### config.mk
export PLATFORM = sky130hd
export DESIGN_NAME = nic_csr
export DESIGN_NICKNAME = d
export VERILOG_FILES = /design/src/rtl/nic_csr_pkg.sv /design/src/rtl/nic_csr_decode.sv /design/src/rtl/nic_csr_status.sv /design/src/rtl/nic_csr_irq.sv /design/src/rtl/nic_csr.sv
export SDC_FILE = /design/constraint.sdc
export NUM_CORES = 1
export LEC_CHECK = 0
export BUFFER_PORTS_ARGS = -buffer_cell sky130_fd_sc_hd__clkbuf_2
export CAP_MARGIN = 30
export CORE_MARGIN = 2
export CORE_UTILIZATION = 40
export CTS_BUF_LIST = sky130_fd_sc_hd__clkbuf_8
export DETAILED_ROUTE_END_ITERATION = 10
export GPL_ROUTABILITY_DRIVEN = 0
export PLACE_DENSITY = 0.83
export RECOVER_POWER = 50
export SYNTH_ARGS = -nofsm -noshare
export SYNTH_HDL_FRONTEND = slang
export SYNTH_SLANG_ARGS = --single-unit
### constraint.sdc
create_clock -name clk_i -period 1.4 [get_ports clk_i]
set_clock_uncertainty 0.1 [all_clocks]
set_input_delay 0 -clock clk_i [delete_from_list [all_inputs] [get_ports clk_i]]
set_output_delay 0 -clock clk_i [all_outputs]
set_load 0.05 [all_outputs]
### src/rtl/nic_csr_pkg.sv
package nic_csr_pkg;
  localparam int DATA_W = 16;
  localparam int LOST_W = 4;
  localparam int IDX_W  = 3;
  localparam int N_IDX  = 1 << IDX_W;
  localparam int BITCNT_W = 12;

  // command/status bit positions
  localparam int B_TMR_IE  = 0;
  localparam int B_LOOP    = 1;
  localparam int B_SPY     = 2;
  localparam int B_CLR_RX  = 3;
  localparam int B_RX_IE   = 4;
  localparam int B_TX_IE   = 5;
  localparam int B_TX_ABT  = 6;
  localparam int B_TX_DONE = 7;
  localparam int B_CLR_TX  = 8;
  localparam int B_LOST_LO = 9;
  localparam int B_RESET   = 13;
  localparam int B_CRC     = 14;
  localparam int B_RX_DONE = 15;

  // word indices
  localparam int IDX_STATUS = 0;
  localparam int IDX_NODE   = 1;
  localparam int IDX_RXDATA = 2;
  localparam int IDX_BITCNT = 3;
  localparam int IDX_START  = 5;
  localparam int IDX_CMD    = 0;
  localparam int IDX_TXDATA = 1;

  typedef struct packed {
    logic              rxd;
    logic              crc;
    logic [LOST_W-1:0] lost;
    logic              txd;
    logic              txa;
    logic              txie;
    logic              rxie;
    logic              spy;
    logic              loopb;
    logic              tmr_ie;
  } csr_stat_t;

  function automatic logic [DATA_W-1:0] stat_word(csr_stat_t s);
    logic [DATA_W-1:0] w;
    w = '0;
    w[B_TMR_IE]  = s.tmr_ie;
    w[B_LOOP]    = s.loopb;
    w[B_SPY]     = s.spy;
    w[B_RX_IE]   = s.rxie;
    w[B_TX_IE]   = s.txie;
    w[B_TX_ABT]  = s.txa;
    w[B_TX_DONE] = s.txd;
    w[B_LOST_LO +: LOST_W] = s.lost;
    w[B_CRC]     = s.crc;
    w[B_RX_DONE] = s.rxd;
    return w;
  endfunction
endpackage

### src/rtl/nic_csr_decode.sv
module nic_csr_decode
  import nic_csr_pkg::*;
(
  input  logic             rd_i,
  input  logic             wr_i,
  input  logic [IDX_W-1:0] idx_i,
  output logic [N_IDX-1:0] rd_sel_o,
  output logic [N_IDX-1:0] wr_sel_o
);
  for (genvar i = 0; i < N_IDX; i++) begin : g_sel
    assign rd_sel_o[i] = rd_i && (idx_i == IDX_W'(i));
    assign wr_sel_o[i] = wr_i && (idx_i == IDX_W'(i));
  end
endmodule

### src/rtl/nic_csr_status.sv
module nic_csr_status
  import nic_csr_pkg::*;
(
  input  logic              clk_i,
  input  logic              rst_ni,
  input  logic              cmd_we_i,
  input  logic [DATA_W-1:0] wdata_i,
  input  logic              tx_push_i,
  input  logic              rx_packet_i,
  input  logic              crc_err_i,
  input  logic              rx_drained_i,
  input  logic              lost_i,
  input  logic              tx_sent_i,
  input  logic              tx_abort_i,
  output csr_stat_t         stat_o,
  output logic              rx_clear_o,
  output logic              tx_clear_o
);
  csr_stat_t stat_q, stat_d;
  logic unused_wbits;
  assign unused_wbits = ^{wdata_i[15:14], wdata_i[12:9], wdata_i[7:6]};

  always_comb begin
    stat_d     = stat_q;
    rx_clear_o = 1'b0;
    tx_clear_o = 1'b0;
    // buffer events first
    if (tx_push_i)   stat_d.txd = 1'b0;
    if (tx_sent_i)   stat_d.txd = 1'b1;
    if (tx_abort_i)  stat_d.txa = 1'b1;
    if (rx_packet_i) begin
      stat_d.rxd = 1'b1;
      if (crc_err_i) stat_d.crc = 1'b1;
    end
    if (rx_drained_i) stat_d.rxd = 1'b0;
    if (lost_i && (stat_d.lost != {LOST_W{1'b1}}))
      stat_d.lost = stat_d.lost + 1'b1;
    // host command last: reset, clear rx, clear tx, then enables
    if (cmd_we_i) begin
      if (wdata_i[B_RESET]) begin
        stat_d     = '0;
        stat_d.txd = 1'b1;
        rx_clear_o = 1'b1;
        tx_clear_o = 1'b1;
      end
      if (wdata_i[B_CLR_RX]) begin
        stat_d.rxd  = 1'b0;
        stat_d.crc  = 1'b0;
        stat_d.lost = '0;
        rx_clear_o  = 1'b1;
      end
      if (wdata_i[B_CLR_TX]) begin
        stat_d.txd = 1'b1;
        stat_d.txa = 1'b0;
        tx_clear_o = 1'b1;
      end
      stat_d.tmr_ie = wdata_i[B_TMR_IE];
      stat_d.loopb  = wdata_i[B_LOOP];
      stat_d.spy    = wdata_i[B_SPY];
      stat_d.rxie   = wdata_i[B_RX_IE];
      stat_d.txie   = wdata_i[B_TX_IE];
    end
  end

  always_ff @(posedge clk_i or negedge rst_ni) begin
    if (!rst_ni) begin
      stat_q     <= '0;
      stat_q.txd <= 1'b1;
    end else begin
      stat_q <= stat_d;
    end
  end

  assign stat_o = stat_q;
endmodule

### src/rtl/nic_csr_irq.sv
module nic_csr_irq (
  input  logic clk_i,
  input  logic rst_ni,
  input  logic rxd_i,
  input  logic rxie_i,
  input  logic txd_i,
  input  logic txie_i,
  output logic irq_o
);
  logic irq_q;
  always_ff @(posedge clk_i or negedge rst_ni) begin
    if (!rst_ni) irq_q <= 1'b0;
    else         irq_q <= (rxd_i && rxie_i) || (txd_i && txie_i);
  end
  assign irq_o = irq_q;
endmodule

### src/rtl/nic_csr.sv
module nic_csr
  import nic_csr_pkg::*;
#(
  parameter int WORDS_W = 9
) (
  input  logic               clk_i,
  input  logic               rst_ni,
  input  logic               rd_i,
  input  logic               wr_i,
  input  logic [IDX_W:0]     addr_i,
  input  logic [DATA_W-1:0]  wdata_i,
  output logic [DATA_W-1:0]  rdata_o,
  input  logic [DATA_W-1:0]  node_addr_i,
  input  logic [DATA_W-1:0]  rx_data_i,
  input  logic [WORDS_W-1:0] rx_words_i,
  input  logic               rx_packet_i,
  input  logic               crc_err_i,
  input  logic               rx_drained_i,
  input  logic               lost_i,
  input  logic               tx_sent_i,
  input  logic               tx_abort_i,
  output logic               rx_pop_o,
  output logic               rx_clear_o,
  output logic               tx_push_o,
  output logic [DATA_W-1:0]  tx_data_o,
  output logic               tx_start_o,
  output logic               tx_clear_o,
  output logic               irq_o
);
  localparam int WIDE_W = 32;

  logic [N_IDX-1:0] rd_sel, wr_sel;
  csr_stat_t        stat_q;
  logic [WIDE_W-1:0] bits_wide;
  logic unused_top;

  assign unused_top = ^{addr_i[0], bits_wide[WIDE_W-1:BITCNT_W]};

  nic_csr_decode u_dec (
    .rd_i     (rd_i),
    .wr_i     (wr_i),
    .idx_i    (addr_i[IDX_W:1]),
    .rd_sel_o (rd_sel),
    .wr_sel_o (wr_sel)
  );

  nic_csr_status u_stat (
    .clk_i        (clk_i),
    .rst_ni       (rst_ni),
    .cmd_we_i     (wr_sel[IDX_CMD]),
    .wdata_i      (wdata_i),
    .tx_push_i    (wr_sel[IDX_TXDATA]),
    .rx_packet_i  (rx_packet_i),
    .crc_err_i    (crc_err_i),
    .rx_drained_i (rx_drained_i),
    .lost_i       (lost_i),
    .tx_sent_i    (tx_sent_i),
    .tx_abort_i   (tx_abort_i),
    .stat_o       (stat_q),
    .rx_clear_o   (rx_clear_o),
    .tx_clear_o   (tx_clear_o)
  );

  nic_csr_irq u_irq (
    .clk_i  (clk_i),
    .rst_ni (rst_ni),
    .rxd_i  (stat_q.rxd),
    .rxie_i (stat_q.rxie),
    .txd_i  (stat_q.txd),
    .txie_i (stat_q.txie),
    .irq_o  (irq_o)
  );

  // bit count = 16*words - 1, modulo 2^BITCNT_W
  assign bits_wide = (WIDE_W'(rx_words_i) << 4) - WIDE_W'(1);

  always_comb begin
    rdata_o = '0;
    if (rd_sel[IDX_STATUS]) rdata_o = stat_word(stat_q);
    if (rd_sel[IDX_NODE])   rdata_o = node_addr_i;
    if (rd_sel[IDX_RXDATA]) rdata_o = rx_data_i;
    if (rd_sel[IDX_BITCNT]) rdata_o = DATA_W'(bits_wide[BITCNT_W-1:0]);
    if (rd_sel[IDX_START])  rdata_o = node_addr_i;
  end

  assign rx_pop_o   = rd_sel[IDX_RXDATA];
  assign tx_start_o = rd_sel[IDX_START];
  assign tx_push_o  = wr_sel[IDX_TXDATA];
  assign tx_data_o  = wdata_i;
endmodule

==> metrics.md <==
| Metric | Value |
|---|---|
| Run status | finished, violations left |
| Failing checks | setup timing |
| Clock buffer depth | 2 |
| Crit-path max FO | 2 |
| Width of the die | ~60 µm |
| CP Cell Sequence | mux4_2, a22o_2, buf_8 |
| Register area | 351.6 µm² |
| Critical R2R Launch | u_stat.stat_o[11] |
| Max Fclk | between 0.6 and 0.7 GHz |
| Die area | 3705 µm² |
| Area share of the largest cell type after synthesis | between 20% and 30% |
| Layout Cells excl Fill | between 300 and 400 |
| Synth warnings | 0 |
| Final Hold Fails | 0 |
| Final #Nets | 347 |
| Initial Util | 42.38% |
| Worst-path clk slew | roughly 0.06 ns |
| WP buf/inv | 1 |
| Maximum single-stage delay on the critical path | roughly 0.46 ns |
| H-tree Lvls | 1 |
| Die span in y | slightly above 60 µm |
| Boundary Pins | 109 |
| Detail Route Antenna Nets | 0 |
| Cell taking the most area after synthesis | dfrtp_1 |
| Critical path capture point type | output port |
| Crit path launch type | register |
| Site row count | 20 |
| R2R Path End | u_stat.stat_o[11] |
| Sw Share | between 40% and 50% |
| DP Worst Slack | -0.1907 ns |
| Clock root buffer | clkbuf_8 |
| Number of CTS-inserted buffers | 3 |
| Final Setup Violations | 4 |
| Worst slew pin tran | 0.7339 ns |
| Share of cells above drive strength 1 | approximately 56% |
| Vias per inst | 5.110 |
| Iteration-0 DRC Markers | 57 |
| Critical Path RT | ~1.3 ns |
| Hold depth | 3 |
| Maximum vdd ir drop | approximately 730 µV |
| Via count | 1620 |
| Combinational share of power | 53.0% |
| Worst-Skew Late Latency | around 0.24 ns |
| Crit Path Category | register to output port |
| Clock network fraction of design power | 16.5% |
| Pwr Density | about 830 nW/µm² |
| Reg power frac | 30.5% |
| Cell count after synthesis | about 150 |
| Min Tclk post-route | around 1.6 ns |
| Leakage | 1.127 nW |
| Commonest non-fill, non-tap cells in the layout | clkbuf_2 (71), buf_4 (26), dlygate4sd3_1 (22) |
| FILL cells | between 200 and 250 |
| Vias in the first global route | roughly 1500 |
| Setup Total Neg Slack | -0.5203 ns |
| Slew Viols, Final | 0 |
| # DRC | 0 |
| Yosys cell types | 39 |
| IO Port Bufs | 90 |
| Synthesis-stage register bit count | 14 |
| Commonest non-fill, non-tap cell in the layout | clkbuf_2 |
| Post-synthesis sequential area ratio | between 20% and 30% |
| Ant. Diodes | 0 |
| Avg Synthesized Cell Area | ~8.4 µm² |
| Worst hold path class | primary input to register |
| First-pass GRT wire length | ~6.7 mm |
| CTS tree | built |
| Fraction of registers with async set/reset | 100.0% |
| Sw power | just under 0.8 mW |
| Most area-consuming cells after synthesis | dfrtp_1 (25%), buf_4 (9.3%), mux2_2 (6.1%) |
| Hold Startpoint | wdata_i[3] |
| Overall routing resource usage | between 20% and 30% |
| Post-Syn Area | 1294 µm² |
| Pre-antenna DRT Iters | 4 |
| WP data arrival | roughly 1.5 ns |
| Max-cap violations | 0 |
| Core box area | 3053 µm² |
| GRT overflow | 0 |
| Syn Nets | between 200 and 250 |
| Cell Int Power | 1.170 mW |
| Largest delay contributor family on the critical path | multiplexers |
| Post-synth EDFFs | 0 |
| Largest net degree at the start of global routing | 15 |
| Area occupied by multi-input gates | 933.4 µm² |
| RSZ-0062 raised after global routing | true |
| Reg2Reg Depth | 3 |
| Initial antenna violation count | 0 |
| Placed Cells | 285 |
| CP max stage cell | mux4_2 |
| End of the worst hold path | u_stat.stat_o[8] |
| Setup WS post-layout | -0.1856 ns |
| P&R area growth vs syn | 81.72% |
| Post-route clock period utilization | 113.3% |
| DP Wirelength | about 3.3 mm |
| Top FF cell, synth | dfrtp_1 |
| Clock sink count | 14 |
| Slew margin rel. | between 50 and 60% |
| Routed wire length | ~4.7 mm |
| Wire length per cell | ~15 µm |
| Reg2reg setup slack | approximately 0.090 ns |
kinds of logic after synthesis:
kind of cell             after synthesis  synth area share, %
multiplexers                          12                10.93
AND/OR/NAND/NOR                       58                23.50
AO/OA/AOI/OAI                         34                18.86
buffers and inverters                 27                12.86
adder cells (fa/ha/maj)                2                1.934
flip-flops                            14                27.18
XOR/XNOR                               7                4.739
sequential cells by signal (all words and copies together) (netlist names):
name,count
u_irq.irq_o,1
u_stat.stat_o,13
synthesized netlist by cell type (4+ instances only):
| master | n |
|---|---|
| nor2_1 | 17 |
| buf_4 | 16 |
| nand2_1 | 15 |
| dfrtp_1 | 13 |
| mux2_2 | 7 |
| o21ai_0 | 7 |
| nor2b_1 | 6 |
| inv_1 | 5 |
| a21oi_1 | 4 |
| a22o_1 | 4 |
| buf_2 | 4 |
| mux2i_1 | 4 |
| nand3_1 | 4 |
| o221ai_1 | 4 |
| xnor2_1 | 4 |
metal layers:
metal | routed length, µm | GRT usage [%] | vias up
met3 | 231 | 1.493 | 11
met4 | 117 | 7.453 | 0
met5 | 0 | 0 | -
met2 | 2649 | 49.77 | 74
met1 | 1728 | 26.48 | 755
li1 | - | - | 780
worst register-to-register path: stages, from the launching register on:
cell	delay (ns)
dfrtp_1	0.39
a21oi_1	0.11
dlygate4sd3_1	0.56
nor2_1	0.04
power by group through the flow:
stage / Sequential (mW) / Clock [mW] / Combinational (mW)
after floorplan: 0.605 / 0 / 0.588
after global placement: 0.605 / 0 / 0.773
after detailed placement: 0.610 / 0 / 0.793
after CTS: 0.593 / 0.332 / 0.974
after global routing: 0.610 / 0.352 / 1.12
final: 0.597 / 0.324 / 1.04
layout make-up:
cell class	count	area share, %
Timing Repair Buffer	137	40.29
Tap cell	44	2.342
Inverter	5	0.7983
Multi-Input combinational cell	113	39.70
Sequential cell	14	14.95
Clock inverter	1	0.1597
Clock buffer	3	1.756
through the flow:
stage          total power, mW  hold slack, ns  area (µm²)  utilization [%]
3_3_place_gp             1.378         -0.1839        1898            62.17
2_1_floorplan            1.193         -0.3956        1368                -
4_1_cts                  1.899         0.01823        2278            74.63
5_1_grt                  2.083         0.06130        2351            77.01
6_report                 1.959         0.02953        2351            77.01
3_5_place_dp             1.404         -0.1790        1898            62.17
repair_timing:
action	CTS	global route
hold endpoints to repair	32	0
setup buffers	3	3
resized for setup	21	22
hold buffers	22	0
pin swaps	6	6
endpoints found under the setup margin	7	17
worst max-delay path by stage:
stage / startpoint / end / slack [ns] / cells past startpoint
after floorplan: addr_i[2] / rdata_o[11] / -0.23 / 5
after global placement: rx_words_i[0] / rdata_o[6] / -0.10 / 7
after detailed placement: rx_words_i[0] / rdata_o[6] / -0.19 / 7
after CTS: u_stat.stat_o[5] / rdata_o[6] / -0.20 / 3
after global routing: u_stat.stat_o[5] / rdata_o[6] / -0.22 / 3
final: u_stat.stat_o[5] / rdata_o[6] / -0.19 / 3
No activity file was read; power rests on OpenSTA's default activity.
